$ cat config.mk
export PLATFORM = sky130hd
export DESIGN_NAME = adc_host_port
export DESIGN_NICKNAME = d
export VERILOG_FILES = /design/src/rtl/adc_host_port.sv
export SDC_FILE = /design/constraint.sdc
export NUM_CORES = 1
export LEC_CHECK = 0
export ABC_CLOCK_PERIOD_IN_PS = 2600
export BUFFER_PORTS_ARGS = -buffer_cell sky130_fd_sc_hd__buf_2
export CORE_ASPECT_RATIO = 0.8
export CORE_MARGIN = 2
export CORE_UTILIZATION = 30
export CTS_BUF_LIST = sky130_fd_sc_hd__clkbuf_16
export CTS_CLUSTER_DIAMETER = 200
export CTS_CLUSTER_SIZE = 16
export DETAILED_ROUTE_END_ITERATION = 7
export HOLD_SLACK_MARGIN = 0.02
export SYNTH_ARGS = -nofsm -noshare
export SYNTH_HDL_FRONTEND = slang
export SYNTH_SLANG_ARGS = --single-unit
$ cat constraint.sdc
create_clock -name clk -period 2.6 [get_ports clk]
set_input_delay 0.13 -clock clk [delete_from_list [all_inputs] [get_ports clk]]
set_output_delay 0.13 -clock clk [all_outputs]
set_load 0.01 [all_outputs]
$ cat src/rtl/adc_host_port.sv
module adc_host_port #(
  parameter int W = 8
) (
  input  logic         clk,
  input  logic         rst_n,
  input  logic         cs_n,
  input  logic         rd_n,
  input  logic         wr_n,
  output logic         conv_start,
  input  logic         conv_done,
  input  logic [W-1:0] conv_result,
  output logic [W-1:0] data_out,
  output logic         data_oe,
  output logic         int_n
);

  logic         wr_armed;
  logic         busy;
  logic [W-1:0] result_q;

  wire rd_sel = !cs_n && !rd_n;
  wire launch = wr_armed && wr_n;
  wire accept = busy && conv_done;

  assign data_oe  = rd_sel;
  assign data_out = rd_sel ? result_q : '0;

  always_ff @(posedge clk or negedge rst_n) begin
    if (!rst_n) begin
      wr_armed   <= 1'b0;
      conv_start <= 1'b0;
      busy       <= 1'b0;
      int_n      <= 1'b1;
      result_q   <= '0;
    end else begin
      wr_armed   <= !wr_n && !cs_n;
      conv_start <= launch;
      if (launch) begin
        busy  <= 1'b1;
        int_n <= 1'b1;
      end else if (accept) begin
        busy     <= 1'b0;
        result_q <= conv_result;
        int_n    <= 1'b0;
      end else if (rd_sel) begin
        int_n <= 1'b1;
      end
    end
  end

endmodule

Yosys cells after proc, flatten, opt, wreduce, memory -nomap -nowiden. Cells that the tools add are included.

Flip-flop bits (word level): 12. Bits of input ports: 14. Logic and storage cells: 22.

Muxes and demuxes: 6. Bitwise logic cells: 1. Reductions and logical operators: 10.

Operators with widths (number): 8-bit two-way mux (1); 1-bit two-way mux (5); 1-bit logical AND (4); 1-bit zero test (3); 3-bit nonzero test (1); 2-bit AND reduction (1); 2-bit nonzero test (1); 1-bit inverter (1).

Longest topological paths before layout.
Depth in word-level cells: 5. Gate-level depth with buffers: 4. Mapped depth without buffers: 3.

Worst setup path after synthesis. No wires, ideal clock.

Path type: reg-to-reg. Start: register wr_armed. End: register result_q[0]. Arrival time: 1.038 ns. Required time: 2.475 ns. Slack: 1.437 ns. Stages on the path, launching flop included: 5. Buffers on the path: 1. Clock period less this slack: 1.163 ns. Cells stage by stage: dfrtp_1 > nand2_2 > and3_4 > buf_6 > mux2_4.

Longest elaborated chain between the ends: 3.

RTL lines: start: declaration (line 17) `logic wr_armed;`; start signal: assignment (line 36) `wr_armed <= !wr_n && !cs_n;`; 1-bit logical AND (line 22) `wire launch = wr_armed && wr_n;`; 1-bit inverter (no line); 2-bit AND reduction (no line); end signal: assignment (line 43) `result_q <= conv_result;`; end: declaration (line 19) `logic [W-1:0] result_q;`.

Every way passes these cells. A chain may end at the register's enable or synchronous reset.

Final worst setup path. Same ends and word-level chain as after synthesis.

==> impl_metrics.ini <==
[critical_path]
critPathSlowestCell = dfrtp_1
worst-setup-path-type = reg2reg
crit_fanout = 9
cp-start-kind = flip-flop
r2r_cells = 3
worstReg2RegEnd = result_q[0]
worst_r2r_startpoint = wr_armed
timing.critical_path.required_ns = 2.72
crit_path_cell_trace = nand2_2, and3_4, mux2_4
data_arrival_time_of_the_worst_path_ns = 1.30
end_kind = flip-flop
reg2reg_setup_slack_ns = 1.42
max_stage_delay_ns = 0.36

[placed_design]
placement.setup.worst_slack_ns = 1.42
detailed_place.area_um2 = 668
io_buffer_count = 24
gp_congestion = 0.644
dp.final_hpwl_um = 713

[global_route]
grt_antenna_before_repair = 0
global_route_wire_length_before_repair_um = 1530
grt_overflow_total = 0
vias_in_the_first_global_route = 364
grt_start_max_net_pins = 13
grt_use_total_pct = 10.4

[detailed_routing]
drt-total-wl_um = 971
top_signal_layer_used = met4
dr_wl_met2_um = 441
initialDrtViolationCount = 2
ant_nets = 0
dr.pass1.iters = 2
wire_per_inst_um = 11.0
vias_per_inst = 4.07
remaining_drc_errors = 0
met3_wirelength_um = 96
vias = 358
post_route_met1_wirelength_um = 413

[power_and_ir_drop]
power_report.internal_total_uw = 501
proportion_of_power_drawn_by_combinational_gates_pct = 17.3
power_switching_uw = 132
power_uw = 633
share_seq_of_total_power_pct = 39.0
p_leak_nw = 0.398
maximum_resistive_drop_on_vdd_v = 0.000431
power-per-cell-area_nw_per_um2 = 836
swShare_pct = 20.8
clock_power_share_pct = 43.7

[sta]
hold_ws_ns = 0.0554
fmax_mhz = 845
finalWorstPathRequiredPeriod_ns = 1.18
hold_viol_final = 0
rsz0062_at_grt = no
layout_worst_path_cycle_share_pct = 45.5
slew_headroom_pct = 65.8
worstMarginPinSlew_ns = 0.511
fin_skew_ns = 0.00146
setup_slack_ns = 1.42
report.final.setup_viol = 0
fin_tns_setup_ns = 0
finalMaxSlewViolations = 0

[logic_synthesis]
synthesis.area_per_instance_um2 = 14.0
netlist_area_um2 = 532
synth.area.top_cells = dfrtp_1 52%, mux2_4 23%, and2_1 9.4%
yosysTopAreaCell = dfrtp_1
netlist-cell-type-count = 11
mappedNetlistNets = 52
sequential_to_total_area_share_from_yosys_stat_pct = 56.7
synth.ff_latch_count = 12
syn_inst = 38
synth.top_cell.area_share_pct = 51.8
yosys_warnings = 0

[clocking]
insertion_delay_ns = 0.24
max-clock-path-buffers = 2
cts_setup_buffers = 0
numCtsBuffers = 3
cts.sinks = 12
cts.root.buffer_cell = clkbuf_16
cts_tree = done
clk_pin_slew_worst_paths_ns = 0.04
h-tree-depth = 1

[die]
die-width_um = 51.1
die_h_um = 41.7
boundary_pin_count = 25
core_region_area_um2 = 1640
num_rows = 13
start_util_pct = 32.4
fp.dieArea_um2 = 2130

[layout]
drive_gt1_share_pct = 57.6
layout.area.seq_um2 = 302
multi_input_area_um2 = 211
mostFrequentLayoutCell = buf_2
mostFrequentLayoutCells = 24 x buf_2, 11 x dfrtp_1, 8 x and2_1, 8 x mux2_4
synthToLayoutAreaGrowth_pct = 42.4
num-fill-cells = 168
postLayoutCellArea_um2 = 757
layout.nets = 81
diodes = 0

[hold_path]
timing.hold.worst_path_depth = 2
worst_hold_path.endpoint = wr_armed
worstHoldPathType = in2reg
worst_hold_startpoint = cs_n

[job]
drv.max_cap_violation_count = 0

[run_status]
run_status = completed
==> how the worst max path moves through the flow <==
stage	start	end	slack (ns)	cells past startpoint
finish	wr_armed	result_q[0]	1.42	3
global route	cs_n	data_out[7]	1.37	4
CTS	wr_armed	result_q[0]	1.41	3
detailed placement	wr_armed	result_q[3]	1.42	3
global placement	wr_armed	result_q[5]	1.43	3
floorplan	wr_armed	result_q[0]	1.44	4
==> routing by layer <==
layer / vias up / track usage [%]
met2: 16 / 15.3
li1: 179 / -
met3: 4 / 5.04
met4: 0 / 6.49
met5: - / 0
met1: 159 / 12.0
==> registers in the layout, indices dropped and copies added, names as in the netlist <==
| name | flops |
|---|---|
| result_q | 8 |
| busy | 1 |
| conv_start | 1 |
| int_n | 1 |
| wr_armed | 1 |
==> metrics by stage <==
step | instances | util, %
3_3_place_gp | 83 | 40.7
4_1_cts | 88 | 46.1
2_1_floorplan | 38 | -
5_1_grt | 88 | 46.1
6_report | 88 | 46.1
3_5_place_dp | 83 | 40.7
==> final cells by class <==
class	instances	area share [%]
timing repair buffer	25	17.2
sequential	12	39.8
clock inverter	1	0.496
tap	22	3.64
multi-input combinational	23	27.9
clock buffer	3	9.92
inverter	2	0.992
==> critical path, delay by kind of cell (launching register included) <==
kind | cells | cell delay, ns
and+or+nand+nor | 2 | 0.38
DFF | 1 | 0.36
muxes | 1 | 0.32
==> kinds of logic (layout without fill, tap and decap cells) <==
logic type | after synthesis | in the layout | synth area share [%]
muxes | 8 | 8 | 22.6
DFF | 12 | 12 | 56.7
buffers and inverters | 3 | 31 | 3.53
AOI/OAI and AO/OA | 1 | 1 | 0.940
and+or+nand+nor | 14 | 14 | 16.2
==> power groups by stage <==
stage	combinational, mW	sequential [mW]	clock, mW
floorplan	0.0761	0.244	0
global placement	0.106	0.249	0
detailed placement	0.109	0.249	0
CTS	0.111	0.247	0.284
global route	0.120	0.252	0.295
finish	0.109	0.247	0.277
==> cell usage after synthesis <==
master and number:
and2_1 8, nor3b_1 1, and3_4 1, dfrtp_1 11, dfstp_2 1, o21ai_0 1, buf_6 1, nor2_1 3
nand2_2 1, inv_1 2, mux2_4 8
==> timing repair <==
item / 4_1_cts / 5_1_grt
hold endpoints to repair: 11 / 0
gates resized for setup: 0 / 0
hold buffers: 1 / 0
Note: power is estimated with default switching activity, not from simulation.
